[src/rtl/timer_pkg.sv]
package timer_pkg;

    typedef enum logic [1:0] {
        CH_IDLE = 2'd0,
        CH_RUN  = 2'd1,
        CH_DONE = 2'd2
    } ch_state_e;

    // control register bit positions
    localparam int CTL_EN    = 0;
    localparam int CTL_ONE   = 1;
    localparam int CTL_DIV16 = 2;
    localparam int CTL_WIDE  = 3;
    localparam int CTL_W     = 4;

    // word offsets inside a page (address bits [3:2])
    localparam logic [1:0] OFS_START  = 2'd0;
    localparam logic [1:0] OFS_RELOAD = 2'd1;
    localparam logic [1:0] OFS_CTRL   = 2'd2;
    localparam logic [1:0] OFS_COUNT  = 2'd3;

    localparam logic [1:0] OFS_MASK   = 2'd0;
    localparam logic [1:0] OFS_RAW    = 2'd1;
    localparam logic [1:0] OFS_MSTAT  = 2'd2;
    localparam logic [1:0] OFS_CLEAR  = 2'd3;

    typedef struct packed {
        logic wide;
        logic div16;
        logic oneshot;
        logic en;
    } ch_ctrl_t;

endpackage

[src/rtl/tmr_prescaler.sv]
module tmr_prescaler #(
    parameter int PRE_W = 4
) (
    input  logic clk,
    input  logic rst_n,
    input  logic run,
    input  logic restart,
    input  logic tick,
    input  logic div_en,
    output logic step
);
    localparam logic [PRE_W-1:0] LAST = {PRE_W{1'b1}};

    logic [PRE_W-1:0] pre_cnt;

    always_ff @(posedge clk or negedge rst_n) begin
        if (!rst_n) begin
            pre_cnt <= '0;
        end else if (!run || restart) begin
            pre_cnt <= '0;
        end else if (tick) begin
            pre_cnt <= pre_cnt + 1'b1;
        end
    end

    always_comb begin
        step = run && tick && !restart && (!div_en || pre_cnt == LAST);
    end

endmodule

[src/rtl/tmr_channel.sv]
module tmr_channel
    import timer_pkg::*;
#(
    parameter int CNT_W = 32,
    parameter int PRE_W = 4
) (
    input  logic             clk,
    input  logic             rst_n,
    input  logic             tick,
    input  logic             start_we,
    input  logic             reload_we,
    input  logic             ctrl_we,
    input  logic [CNT_W-1:0] wdata,
    output logic [CNT_W-1:0] count,
    output logic [CNT_W-1:0] reload,
    output ch_ctrl_t         ctrl,
    output logic             zero_evt
);
    localparam int HALF_W = CNT_W / 2;
    localparam logic [CNT_W-1:0] FULL_MASK = {CNT_W{1'b1}};
    localparam logic [CNT_W-1:0] HALF_MASK = {{(CNT_W-HALF_W){1'b0}}, {HALF_W{1'b1}}};

    ch_state_e        state, state_nx;
    logic             step;
    logic [CNT_W-1:0] wmask;
    logic [CNT_W-1:0] dec_cnt;
    logic             hits_zero;

    tmr_prescaler #(.PRE_W(PRE_W)) u_pre (
        .clk     (clk),
        .rst_n   (rst_n),
        .run     (state == CH_RUN),
        .restart (start_we),
        .tick    (tick),
        .div_en  (ctrl.div16),
        .step    (step)
    );

    always_comb begin
        wmask     = ctrl.wide ? FULL_MASK : HALF_MASK;
        dec_cnt   = (count - 1'b1) & wmask;
        hits_zero = (dec_cnt == '0);
        zero_evt  = step && hits_zero;
    end

    // control and reload registers
    always_ff @(posedge clk or negedge rst_n) begin
        if (!rst_n) begin
            ctrl   <= '0;
            reload <= '0;
        end else begin
            if (ctrl_we) begin
                ctrl <= ch_ctrl_t'(wdata[CTL_W-1:0]);
            end
            if (start_we || reload_we) begin
                reload <= wdata;
            end
        end
    end

    // state register
    always_ff @(posedge clk or negedge rst_n) begin
        if (!rst_n) begin
            state <= CH_IDLE;
        end else begin
            state <= state_nx;
        end
    end

    // next-state logic
    always_comb begin
        state_nx = state;
        if (start_we) begin
            state_nx = ctrl.en ? CH_RUN : CH_IDLE;
        end else begin
            unique case (state)
                CH_IDLE: if (ctrl.en) state_nx = CH_RUN;
                CH_RUN: begin
                    if (!ctrl.en) begin
                        state_nx = CH_IDLE;
                    end else if (step && hits_zero && ctrl.oneshot) begin
                        state_nx = CH_DONE;
                    end
                end
                CH_DONE: state_nx = CH_DONE;
                default: state_nx = CH_IDLE;
            endcase
        end
    end

    // counter datapath
    always_ff @(posedge clk or negedge rst_n) begin
        if (!rst_n) begin
            count <= '0;
        end else if (start_we) begin
            count <= wdata & wmask;
        end else if (step) begin
            if (hits_zero && !ctrl.oneshot) begin
                count <= reload & wmask;
            end else begin
                count <= dec_cnt;
            end
        end
    end

    assert_hold_disabled_R3: assert property (@(posedge clk) disable iff (!rst_n)
        (state == CH_IDLE && !start_we) |=> $stable(count));

    assert_load_now_R4: assert property (@(posedge clk) disable iff (!rst_n)
        start_we |=> count == ($past(wdata) & $past(wmask)));

    assert_reload_keeps_count_R5: assert property (@(posedge clk) disable iff (!rst_n)
        (reload_we && !start_we && !step) |=> $stable(count));

    assert_oneshot_rest_R7: assert property (@(posedge clk) disable iff (!rst_n)
        (state == CH_DONE && !start_we) |=> (count == $past(count)) && (state == CH_DONE));

    assert_narrow_upper_R9: assert property (@(posedge clk) disable iff (!rst_n)
        ((start_we || step) && !ctrl.wide) |=> (count & ~HALF_MASK) == '0);

endmodule

[src/rtl/tmr_irq_ctrl.sv]
module tmr_irq_ctrl #(
    parameter int NUM_CH = 4
) (
    input  logic              clk,
    input  logic              rst_n,
    input  logic [NUM_CH-1:0] evt,
    input  logic              mask_we,
    input  logic              clr_we,
    input  logic [NUM_CH-1:0] wbits,
    output logic [NUM_CH-1:0] raw,
    output logic [NUM_CH-1:0] mask,
    output logic [NUM_CH-1:0] mstat,
    output logic              irq
);
    logic [NUM_CH-1:0] clr_bits;

    always_comb begin
        clr_bits = clr_we ? wbits : '0;
        mstat    = raw & mask;
        irq      = |mstat;
    end

    always_ff @(posedge clk or negedge rst_n) begin
        if (!rst_n) begin
            raw  <= '0;
            mask <= '0;
        end else begin
            raw <= (raw & ~clr_bits) | evt;
            if (mask_we) begin
                mask <= wbits;
            end
        end
    end

    assert_raw_set_R6: assert property (@(posedge clk) disable iff (!rst_n)
        (|evt) |=> ((raw & $past(evt)) == $past(evt)));

    assert_clear_R11: assert property (@(posedge clk) disable iff (!rst_n)
        (|(clr_bits & ~evt)) |=> ((raw & $past(clr_bits & ~evt)) == '0));

    assert_clear_zero_keeps_R11: assert property (@(posedge clk) disable iff (!rst_n)
        clr_we |=> ((raw & $past(raw & ~clr_bits)) == $past(raw & ~clr_bits)));

endmodule

[src/rtl/multi_timer.sv]
module multi_timer
    import timer_pkg::*;
#(
    parameter int NUM_CH = 4,
    parameter int CNT_W  = 32,
    parameter int PRE_W  = 4,
    parameter int ADDR_W = 8
) (
    input  logic              clk,
    input  logic              rst_n,
    input  logic              tick_in,
    input  logic [ADDR_W-1:0] bus_addr,
    input  logic              bus_we,
    input  logic [CNT_W-1:0]  bus_wdata,
    output logic [CNT_W-1:0]  bus_rdata,
    output logic              irq_o
);
    localparam int PAGE_W = ADDR_W - 4;
    localparam logic [PAGE_W-1:0] IRQ_PAGE = PAGE_W'(NUM_CH);

    logic [PAGE_W-1:0] page;
    logic [1:0]        ofs;

    logic [CNT_W-1:0]  ch_count  [NUM_CH];
    logic [CNT_W-1:0]  ch_reload [NUM_CH];
    ch_ctrl_t          ch_ctrl   [NUM_CH];
    logic [NUM_CH-1:0] zero_evt;

    logic [NUM_CH-1:0] irq_raw, irq_mask, irq_mstat;
    logic              irq_page_we;

    always_comb begin
        page        = bus_addr[ADDR_W-1:4];
        ofs         = bus_addr[3:2];
        irq_page_we = bus_we && (page == IRQ_PAGE);
    end

    for (genvar i = 0; i < NUM_CH; i++) begin : g_ch
        logic page_hit;
        always_comb page_hit = bus_we && (page == PAGE_W'(i));

        tmr_channel #(.CNT_W(CNT_W), .PRE_W(PRE_W)) u_ch (
            .clk       (clk),
            .rst_n     (rst_n),
            .tick      (tick_in),
            .start_we  (page_hit && ofs == OFS_START),
            .reload_we (page_hit && ofs == OFS_RELOAD),
            .ctrl_we   (page_hit && ofs == OFS_CTRL),
            .wdata     (bus_wdata),
            .count     (ch_count[i]),
            .reload    (ch_reload[i]),
            .ctrl      (ch_ctrl[i]),
            .zero_evt  (zero_evt[i])
        );
    end

    tmr_irq_ctrl #(.NUM_CH(NUM_CH)) u_irq (
        .clk     (clk),
        .rst_n   (rst_n),
        .evt     (zero_evt),
        .mask_we (irq_page_we && ofs == OFS_MASK),
        .clr_we  (irq_page_we && ofs == OFS_CLEAR),
        .wbits   (bus_wdata[NUM_CH-1:0]),
        .raw     (irq_raw),
        .mask    (irq_mask),
        .mstat   (irq_mstat),
        .irq     (irq_o)
    );

    // read mux
    always_comb begin
        bus_rdata = '0;
        if (page == IRQ_PAGE) begin
            unique case (ofs)
                OFS_MASK:  bus_rdata = CNT_W'(irq_mask);
                OFS_RAW:   bus_rdata = CNT_W'(irq_raw);
                OFS_MSTAT: bus_rdata = CNT_W'(irq_mstat);
                default:   bus_rdata = '0;
            endcase
        end else begin
            for (int i = 0; i < NUM_CH; i++) begin
                if (page == PAGE_W'(i)) begin
                    unique case (ofs)
                        OFS_RELOAD: bus_rdata = ch_reload[i];
                        OFS_CTRL:   bus_rdata = CNT_W'(ch_ctrl[i]);
                        OFS_COUNT:  bus_rdata = ch_count[i];
                        default:    bus_rdata = '0;
                    endcase
                end
            end
        end
    end

    assert_irq_follows_R10: assert property (@(posedge clk) disable iff (!rst_n)
        (irq_mask == '0) |-> !irq_o);

endmodule

[config.mk]
export PLATFORM = sky130hd
export DESIGN_NAME = multi_timer
export DESIGN_NICKNAME = d
export VERILOG_FILES = /design/src/rtl/timer_pkg.sv /design/src/rtl/tmr_prescaler.sv /design/src/rtl/tmr_channel.sv /design/src/rtl/tmr_irq_ctrl.sv /design/src/rtl/multi_timer.sv
export SDC_FILE = /design/constraint.sdc
export NUM_CORES = 1
export LEC_CHECK = 0
export BUFFER_PORTS_ARGS = -buffer_cell sky130_fd_sc_hd__buf_4
export CELL_PAD_IN_SITES_DETAIL_PLACEMENT = 0
export CELL_PAD_IN_SITES_GLOBAL_PLACEMENT = 1
export CORE_MARGIN = 1.5
export CORE_UTILIZATION = 54
export CTS_BUF_LIST = sky130_fd_sc_hd__clkbuf_8
export CTS_CLUSTER_SIZE = 40
export DETAILED_ROUTE_END_ITERATION = 8
export MAX_ROUTING_LAYER = met4
export PLACE_DENSITY_LB_ADDON = 0.1
export RECOVER_POWER = 100
export SYNTH_ARGS = -nofsm -noshare
export SYNTH_HDL_FRONTEND = slang
export SYNTH_SLANG_ARGS = --single-unit
[constraint.sdc]
create_clock -name clk -period 6.1 [get_ports clk]
set_input_delay 0 -clock clk [delete_from_list [all_inputs] [get_ports clk]]
set_output_delay 0 -clock clk [all_outputs]
set_load 0.03 [all_outputs]
# Word-level counts from Yosys, hierarchy flattened
# Cells that the tools add are included.
[totals]
out_inout_bits = 33
input_bits = 44
reg_bits = 304
wordCells = 238
[classes]
n_eq_ne = 27
bitwise_logic = 16
n_addsub = 8
n_reduce_logical = 94
mux = 59
[op_table]
columns = ["operator", "n"]
rows = [
  ["32-bit 2-to-1 mux", 21],
  ["32-bit AND", 12],
  ["32-bit one-hot mux with 3 select lines", 4],
  ["32-bit logical NOT", 4],
  ["32-bit by 1-bit subtractor with 32-bit output, second input constant", 4],
  ["1-bit logical AND", 43],
  ["4-bit 2-to-1 mux", 9],
  ["2-bit 2-to-1 mux", 16],
  ["2-bit one-hot mux with 3 select lines", 4],
  ["4-bit by 1-bit adder with 4-bit output, second input constant", 4],
  ["4-bit equality test, second input constant", 4],
  ["1-bit logical NOT", 16],
  ["4-bit by 3-bit != test with 1-bit output, second input constant", 4],
  ["2-bit nonzero test", 8],
  ["2-bit equality test, second input constant", 6],
  ["1-bit logical OR", 12],
  ["3-bit by 1-bit != test with 1-bit output, second input constant", 4],
  ["4-bit one-hot mux with 3 select lines", 1],
  ["2-bit by 1-bit equality test with 1-bit output, second input constant", 5],
  ["2-bit logical NOT", 5],
  ["4-bit AND", 2],
  ["4-bit by 2-bit equality test with 1-bit output, second input constant", 2],
  ["2-bit AND reduction", 4],
  ["4-bit by 1-bit equality test with 1-bit output, second input constant", 1],
  ["6 further kinds", 9],
]

# Longest topological paths before layout
# Gate-level depths: netlist (run 1).
[logic_depth]
word_depth = 12
depth_mapped = 13
mapped_depth_nobuf = 10

# Cells and area by module
# From an unflattened synthesis (run 1), not the netlist that was laid out.
[unflattened]
hier_cells = 2360
area_unflattened_um2 = 21531.9
[by_module_without_submodules]
columns = ["module", "cells_each", "area_each_um2", "seq_area_each_um2", "n_inst"]
rows = [
  ["tmr_channel", 481, 4431.8, 1751.7, 4],
  ["multi_timer", 327, 2590.0, 0.0, 1],
  ["tmr_prescaler", 21, 221.5, 100.1, 4],
  ["tmr_irq_ctrl", 25, 329.1, 200.2, 1],
]

# Least setup slack after synthesis (run 1)
# Ideal clock, no wire load.
[synth_path]
path_type = "register to register"
start = "register g_ch[2].u_ch.count[17]"
end = "register g_ch[2].u_ch.count[10]"
required_time_ns = 6.017
arrival_ns = 3.522
setup_time_ns = 0.083
path_stages_with_launch = 11
slack_ns = 2.495
synth_period_minus_slack_ns = 3.605
n_path_buf = 2
path_cell_list = "dfrtp_1 -> clkbuf_1 -> or4_1 -> nor3_1 -> and3b_1 -> nand2_1 -> xnor2_1 -> o41ai_1 -> nand3_1 -> clkbuf_1 -> o21ai_0"
[synth_between]
elab_chain_cells = 7
[synth_rtl]
columns = ["element", "line", "text"]
rows = [
  ["start: declaration", "tmr_channel.sv:14", "output logic [CNT_W-1:0] count,"],
  ["start signal: assignment", "tmr_channel.sv:96", "count <= wdata & wmask;"],
  ["start signal: assignment", "tmr_channel.sv:99", "count <= reload & wmask;"],
  ["start signal: assignment", "tmr_channel.sv:101", "count <= dec_cnt;"],
  ["32-bit by 1-bit subtractor with 32-bit output", "tmr_channel.sv:41", "dec_cnt = (count - 1'b1) & wmask;"],
  ["32-bit AND", "tmr_channel.sv:41", ""],
  ["32-bit logical NOT", "tmr_channel.sv:42", "hits_zero = (dec_cnt == '0);"],
  ["1-bit logical AND", "tmr_channel.sv:98", "if (hits_zero && !ctrl.oneshot) begin"],
  ["32-bit 2-to-1 mux", "tmr_channel.sv:98", ""],
  ["32-bit 2-to-1 mux", "tmr_channel.sv:97", "end else if (step) begin"],
  ["32-bit 2-to-1 mux", "tmr_channel.sv:95", "end else if (start_we) begin"],
]
# No other way between the ends. The select of a mux whose other input is x is not followed.
# A chain may end at the register's enable or synchronous reset.

# Final worst setup path (run 1)
[layout_path]
start = "input port bus_addr[2]"
end = "output port bus_rdata[23]"
[layout_between]
elab_chain_cells = 7
word_cells_on_any_way = 12
cone_classes = "3 x eq/ne; 9 x mux"
[layout_rtl]
columns = ["element", "line", "text"]
rows = [
  ["start: declaration", "multi_timer.sv:12", "input logic [ADDR_W-1:0] bus_addr,"],
  ["2-bit equality test or 2-bit by 1-bit equality test with 1-bit output (tied branches)", "multi_timer.sv:83", "unique case (ofs)"],
  ["32-bit one-hot mux with 3 select lines", "multi_timer.sv:83", ""],
  ["32-bit 2-to-1 mux (3 in a row)", "multi_timer.sv:82", "if (page == PAGE_W'(i)) begin"],
  ["32-bit 2-to-1 mux *", "multi_timer.sv:82", ""],
  ["32-bit 2-to-1 mux *", "multi_timer.sv:73", "if (page == IRQ_PAGE) begin"],
  ["end: declaration", "multi_timer.sv:15", "output logic [CNT_W-1:0] bus_rdata,"],
]
# Every way passes the cells marked *; elsewhere a longest branch is shown, timed or not.

==> summary.md, run 1 <==
| Metric | Value |
|---|---|
| Flops & latches, synth | `~300` |
| Util after Layout | `61.1%` |
| Top-count cell post-synth | `dfrtp_1` |
| Startpoint type of the worst setup path | `input port` |
| Critical Path Sink Type | `output port` |
| Top layer in use | `met4` |
| Synth cell types | `86` |
| F_max | `172 MHz` |
| Pre-CTS setup slack | `between 1 and 1.5 ns` |
| Drt drc | `0` |
| Worst VDD drop | `0.000294 V` |
| Wire per inst | `27.7 um` |
| Crit path max-delay family | `buffers and inverters` |
| Vias per cell | `7.00` |
| Cell taking the most area after synthesis | `dfrtp_1` |
| Post-cts resize count | `0` |
| Result of the run | `finished, violations left` |
| Clock slew at reported path FFs | `0.06 ns` |
| Min-Delay Path Class | `in -> reg` |
| Post-synth top area share | `38.5%` |
| Critical path required time | `6.10 ns` |
| Clk Latency, worst-skew pair | `0.68 ns` |
| Post-layout nets | `2269` |
| Slowest stage cell on the critical path | `inv_1` |
| CP Data Arrival Time | `5.82 ns` |
| Deepest clock path buffer count | `3` |
| Net Sw Power | `3.96 mW` |
| Num ports | `77` |
| CP Cell Sequence | `dlygate4sd3_1 > clkbuf_1 > inv_1 > or3_1 > clkbuf_1 > o22ai_1 > a31oi_1 > o31ai_1 > clkbuf_1` |
| Mapped Cells | `between 2000 and 2500` |
| Gr usage total | `40.8%` |
| IO buf count | `74` |
| Site Rows | `69` |
| Worst Tran Pin Value | `approximately 4.5 ns` |
| Area grow syn2layout | `10.8%` |
| Clock root buffer | `clkbuf_8` |
| Failing checks | `capacitance limit, slew limit` |
| Length of routed met3 wiring | `7.46 mm` |
| Final Hold Vio Count | `0` |
| Largest net degree at the start of global routing | `between 70 and 80` |
| Setup CP Type | `in -> out` |
| Layout filler cell count | `3260` |
| Worst path most repeated cell | `clkbuf_1` |
| CP max stage delay | `~1.2 ns` |
| Final setup TNS | `0 ns` |
| Headroom to the max-slew limit | `-198%` |
| Synth Flop Type | `dfrtp_1` |
| Vias in the first global route | `17650` |
| DIE WIDTH | `194 um` |
| Design area | `21900 um2` |
| Skew final | `0.0398 ns` |
| Final worst slack | `0.282 ns` |
| Post-synth EDFFs | `0` |
| Detail Route Antenna Nets | `0` |
| CTS tree | `yes` |
| Synth warnings | `0` |
| DR WL met2 | `approximately 31 mm` |
| Synth Cell Area | `19800 um2` |
| Starting Density | `55.1%` |
| Die height | `194 um` |
| Most instantiated cells after synthesis | `dfrtp_1 (304), nand2_1 (216), o21ai_0 (163), mux2_2 (149), clkbuf_1 (147)` |
| WP buf/inv | `5` |
| Final setup vio count | `0` |
| Overall routed net length | `75.2 mm` |
| Metal-1 WL | `33.4 mm` |
| Net Sw Frac | `between 40 and 50%` |
| Drt first pass iters | `6` |
| Share of flip-flops with an asynchronous set or reset | `100%` |
| Clock sinks | `304` |
| Gp weighted congestion | `0.988` |
| Layout cells sized above 1 | `15.5%` |
| First DRT Iteration DRCs | `around 2100` |
| First-pass GRT wire length | `113 mm` |
| Crit-path max FO | `36` |
| Total power per unit cell area | `413 nW/um2` |
| HPWL after DPL | `52.5 mm` |
| Detailed-route via count | `around 19000` |
| Clock power frac | `between 20% and 30%` |
| Syn Nets | `between 2000 and 2500` |
| RSZ-0062 raised after global routing | `false` |
| Min Tclk post-route | `approximately 5.8 ns` |
| Hold_ws | `0.228 ns` |
| Area after DPL | `between 20000 and 25000 um2` |
| Seq pwr share | `roughly 37%` |
| Largest cells by area after synthesis | `dfrtp_1 (39%), mux2_2 (8.5%), mux2i_1 (5.9%), o21ai_0 (4.1%), nand2_1 (4.1%)` |
| Core area | `~36000 um2` |
| Comb pwr share | `40.4%` |
| H-tree depth | `2` |
| Sequential share of the synthesized area | `38.5%` |
| Slew Limit Fails | `358` |
| Max cap viols | `12` |
| P_leak | `9.39 nW` |
| Antenna violations before repair | `0` |
| Avg Synthesized Cell Area | `slightly above 9 um2` |
| Pint | `5.08 mW` |
| Full die area | `37700 um2` |
| Tcrit/Tclk final | `95.4%` |
| Gr ovfl total | `0` |
| Inserted Clock Buffers | `54` |
-- routing by layer --
metal | up-vias | GRT usage (%)
met5 | - | -
met4 | 0 | 17.0
met3 | 154 | 6.63
met2 | 1074 | 55.8
met1 | 9444 | 59.4
li1 | 8306 | -
-- registers in the layout, indices dropped and copies added (netlist names) --
register,flops
u_irq.raw,4
u_irq.mask,4
g_ch.u_ch.reload,128
g_ch.u_ch.u_pre.pre_cnt,16
g_ch.u_ch.state,8
g_ch.u_ch.ctrl,16
g_ch.u_ch.count,128
-- repair_timing --
item	CTS	global route
buffers inserted	0	0
hold endpoints to repair	387	0
hold buffers	47	0
-- final timing paths --
path,startpoint,to,slack [ns],cells after the start
worst max-delay path,bus_addr[2],bus_rdata[23],0.28,9
worst min-delay path,bus_wdata[24],g_ch[1].u_ch.count[24],0.23,4
worst max register to register,g_ch[3].u_ch.count[0],g_ch[3].u_ch.count[16],0.81,8
worst min register to register,g_ch[3].u_ch.reload[9],g_ch[3].u_ch.count[9],0.49,1
max in group asynchronous,rst_n,g_ch[2].u_ch.count[14],0.96,4
min in group asynchronous,rst_n,g_ch[1].u_ch.reload[29],2.03,3
-- worst register-to-register path, stage by stage, from the launching register on --
cell and delay [ns]:
dfrtp_1 0.48, or4_1 0.81, or4_1 0.74, o31a_1 0.37, or2_0 0.20, a2111o_1 0.41, a2111oi_2 1.58, mux2_2 0.45
o21ai_0 0.13
-- power groups by stage --
stage	Clock, mW	Combinational, mW	Sequential (mW)
2_1_floorplan	0	2.84	2.92
3_3_place_gp	0	3.51	3.34
3_5_place_dp	0	3.56	3.37
4_1_cts	2.02	3.60	3.34
5_1_grt	2.10	3.96	3.46
6_report	2.01	3.65	3.38
-- layout by cell type, fill, tap and decap left out, types with 49 or more instances in the layout --
| cell type | n |
|---|---|
| dfrtp_1 | 304 |
| nand2_1 | 216 |
| o21ai_0 | 173 |
| mux2_2 | 149 |
| nor2_1 | 123 |
| mux2i_1 | 116 |
| clkbuf_8 | 71 |
| buf_4 | 67 |
| nor3_1 | 61 |
| a21oi_1 | 59 |
| inv_1 | 58 |
| nor4_1 | 49 |
-- cells by family after synthesis --
group                      after synthesis  share of synthesized area (%)
buffers and inverters                  226                           4.50
adders and majority gates               12                          0.760
AOI/OAI and AO/OA                      615                           21.4
DFF                                    304                           38.5
and+or+nand+nor                        684                           17.5
xor gates and xnor gates                67                           2.97
muxes                                  265                           14.4
-- metrics by stage --
| stage | power (mW) | cells |
|---|---|---|
| 2_1_floorplan | 5.76 | 2173 |
| 3_3_place_gp | 6.85 | 2571 |
| 3_5_place_dp | 6.93 | 2571 |
| 4_1_cts | 8.96 | 2712 |
| 5_1_grt | 9.52 | 2712 |
| 6_report | 9.04 | 2713 |
-- layout make-up --
class / count / area, um2 / share of cell area, %
diodes: 1 / 2.50 / 0.0114
clock inverters: 23 / 128 / 0.583
flip-flops and latches: 304 / 7610 / 34.7
repair buffers: 164 / 1160 / 5.32
inverters: 46 / 173 / 0.789
clock buffers: 71 / 977 / 4.46
multi-input cells: 1643 / 11300 / 51.5
well taps: 461 / 577 / 2.63
(Power assumes the default switching activity.)
==> run 2: changes to the inputs <==
--- a/config.mk
+++ b/config.mk
@@ -8,8 +8,8 @@
 export BUFFER_PORTS_ARGS = -buffer_cell sky130_fd_sc_hd__buf_4
 export CELL_PAD_IN_SITES_DETAIL_PLACEMENT = 0
 export CELL_PAD_IN_SITES_GLOBAL_PLACEMENT = 1
-export CORE_MARGIN = 1.5
-export CORE_UTILIZATION = 54
+export CORE_MARGIN = 1
+export CORE_UTILIZATION = 50
 export CTS_BUF_LIST = sky130_fd_sc_hd__clkbuf_8
 export CTS_CLUSTER_SIZE = 40
 export DETAILED_ROUTE_END_ITERATION = 8
==> constraint.sdc (replaced) <==
create_clock -name clk -period 5.9 [get_ports clk]
set_input_delay 0 -clock clk [delete_from_list [all_inputs] [get_ports clk]]
set_output_delay 0 -clock clk [all_outputs]
set_load 0.03 [all_outputs]
==> summary.md, run 2 (synthesis results as in run 1) <==
| Metric | Value |
|---|---|
| Detailed-route via count | `18790 (-0.99%)` |
| Tcrit/Tclk final | `a little under nine tenths` |
| Starting Density | `50.9% (-4.3 points)` |
| Vias per cell | `6.75 (-3.4%)` |
| CP Data Arrival Time | `5.65 ns (-0.17 ns)` |
| Pre-CTS setup slack | `1.45 ns (+0.312 ns)` |
| Skew final | `0.0160 ns (-0.0239 ns)` |
| Final setup vio count | `0 (unchanged)` |
| Overall routed net length | `77.9 mm (+3.5%)` |
| Failing checks | `hold timing, capacitance limit, slew limit` |
| Multi-input combinational cell area | `11300 um2 (about the same)` |
| Startpoint type of the worst setup path | `register` |
| HPWL after DPL | `54.3 mm (+3.3%)` |
| CTS tree | `yes` |
| Core area | `38800 um2 (+8.4%)` |
| Final setup TNS | `0 ns (unchanged)` |
| Crit-path max FO | `15 (-58%)` |
| Commonest non-fill, non-tap cell in the layout | `dfrtp_1` |
| Final worst slack | `0.852 ns (+0.569 ns)` |
| Clock root buffer | `clkbuf_8` |
| Clk Latency, worst-skew pair | `0.68 ns (about the same)` |
| Detail Route Antenna Nets | `0 (unchanged)` |
| Layout cells sized above 1 | `15.8% (+0.36 points)` |
| Full die area | `40300 um2 (+6.8%)` |
| Worst Tran Pin Value | `4.12 ns (-0.356 ns)` |
| P_leak | `9.47 nW (+0.90%)` |
| F_max | `between 150 and 200 MHz` |
| Largest regs | `g_ch.u_ch.count: 128 flops, g_ch.u_ch.reload: 128 flops` |
| Area grow syn2layout | `12.1%` |
| First DRT Iteration DRCs | `2138 (+1.5%)` |
| Final Hold Vio Count | `5 (+5)` |
| Largest net degree at the start of global routing | `158 (+100%)` |
| RSZ-0062 raised after global routing | `false` |
| Num ports | `77 (unchanged)` |
| Max cap viols | `10 (-2)` |
| Post-layout nets | `2274 (+0.22%)` |
| Min-Delay Path Class | `in -> async` |
| Result of the run | `finished, violations left` |
| First-pass GRT wire length | `118 mm (+3.7%)` |
| Commonest cells after routing, fill and taps aside | `dfrtp_1 (304), nand2_1 (216), o21ai_0 (171)` |
| Clock slew at reported path FFs | `0.06 ns (about the same)` |
| Antenna violations before repair | `1 (+1)` |
| Gr ovfl total | `0 (unchanged)` |
| DIE WIDTH | `201 um (+3.3%)` |
| Worst VDD drop | `0.000215 V (-27%)` |
| Slew Limit Fails | `475 (+33%)` |
| Die height | `201 um (+3.3%)` |
| Critical path required time | `6.51 ns (+0.41 ns)` |
| Clock sinks | `304 (unchanged)` |
| Gp weighted congestion | `1.00 (+1.3%)` |
| Site Rows | `72 (+4.3%)` |
| Critical Path Sink Type | `register` |
| Vias in the first global route | `17968 (+1.8%)` |
| Wire per inst | `28.0 um (+0.94%)` |
| Drt drc | `0 (unchanged)` |
| Hold_ws | `-0.0113 ns (-0.239 ns)` |
| Inserted Clock Buffers | `56 (+3.7%)` |
| RR Startpoint | `g_ch[0].u_ch.count[7]` |
| Total power per unit cell area | `434 nW/um2 (+5.1%)` |
| Sequential cell area | `7610 um2 (unchanged)` |
| Post-cts resize count | `0 (unchanged)` |
| Headroom to the max-slew limit | `-174% (+24 points)` |
| Layout filler cell count | `3610 (+11%)` |
| Drt first pass iters | `5 (-1)` |
| Deepest clock path buffer count | `3 (unchanged)` |
| Gr usage total | `39.9% (-0.86 points)` |
| IO buf count | `74 (unchanged)` |
| H-tree depth | `2 (unchanged)` |
| Min Tclk post-route | `5.05 ns` |
| CP startpoint | `g_ch[0].u_ch.count[7]` |
| Setup CP Type | `reg -> reg` |
| Util after Layout | `57.1% (-4.0 points)` |
==> run 2: worst max-delay path, stage by stage (launching register included) <==
cell and delay, ns:
dfrtp_1 0.49, nor4_1 0.63, nand4_1 0.62, o21a_1 0.38, a2111oi_0 0.61, o21ai_0 0.16
nor4_1 0.61, and3b_1 0.53, clkbuf_1 0.69, a21bo_2 0.25
==> run 2: through the flow <==
step / power, mW / cell area (um2) / cells
detailed placement: 7.20 / 20700 / 2633
CTS: 9.55 / 22400 / 2781
floorplan: 5.96 / 19800 / 2173
finish: 9.61 / 22200 / 2782
global placement: 7.13 / 20700 / 2633
global route: 10.2 / 22200 / 2782
==> run 2: metal layers <==
metal  global-route usage (%)  up-vias  part of all wire [%]
met1                     56.7     9343                    44
met2                     53.9      971                    41
met4                     19.9        0                   5.0
met3                     7.65      168                   9.8
li1                         -     8308                     -
met5                        -        -                     0
==> run 2: worst paths after layout <==
check	end	slack [ns]	cells past startpoint
hold reg to reg	g_ch[1].u_ch.count[12]	0.50	1
max in group asynchronous	g_ch[0].u_ch.count[13]	1.39	3
setup reg to reg	g_ch[0].u_ch.count[3]	0.85	9
min in group clk	u_irq.raw[3]	0.10	4
setup / recovery	g_ch[0].u_ch.count[3]	0.85	9
hold / removal	g_ch[0].u_ch.reload[21]	-0.01	2
==> run 2: area by class of cell <==
| type | count | area share [%] |
|---|---|---|
| inverter | 46 | 0.779 |
| timing repair buffer | 167 | 5.38 |
| multi-input combinational | 1643 | 50.9 |
| clock buffer | 72 | 4.47 |
| tap | 518 | 2.92 |
| sequential | 304 | 34.3 |
| antenna | 1 | 0.0113 |
| clock inverter | 31 | 1.21 |
==> run 2: repair_timing <==
item                                   in CTS  in global routing
hold buffers                               45                  0
buffers inserted                            0                  0
endpoints found under the hold margin     394                  0
==> run 2: power by group <==
part / leakage (nW) / internal [mW] / switching, mW
Clock: 0.702 / 1.31 / 1.00
Sequential: 3.96 / 2.62 / 0.879
Combinational: 4.81 / 1.52 / 2.28
Total: 9.47 / 5.45 / 4.16
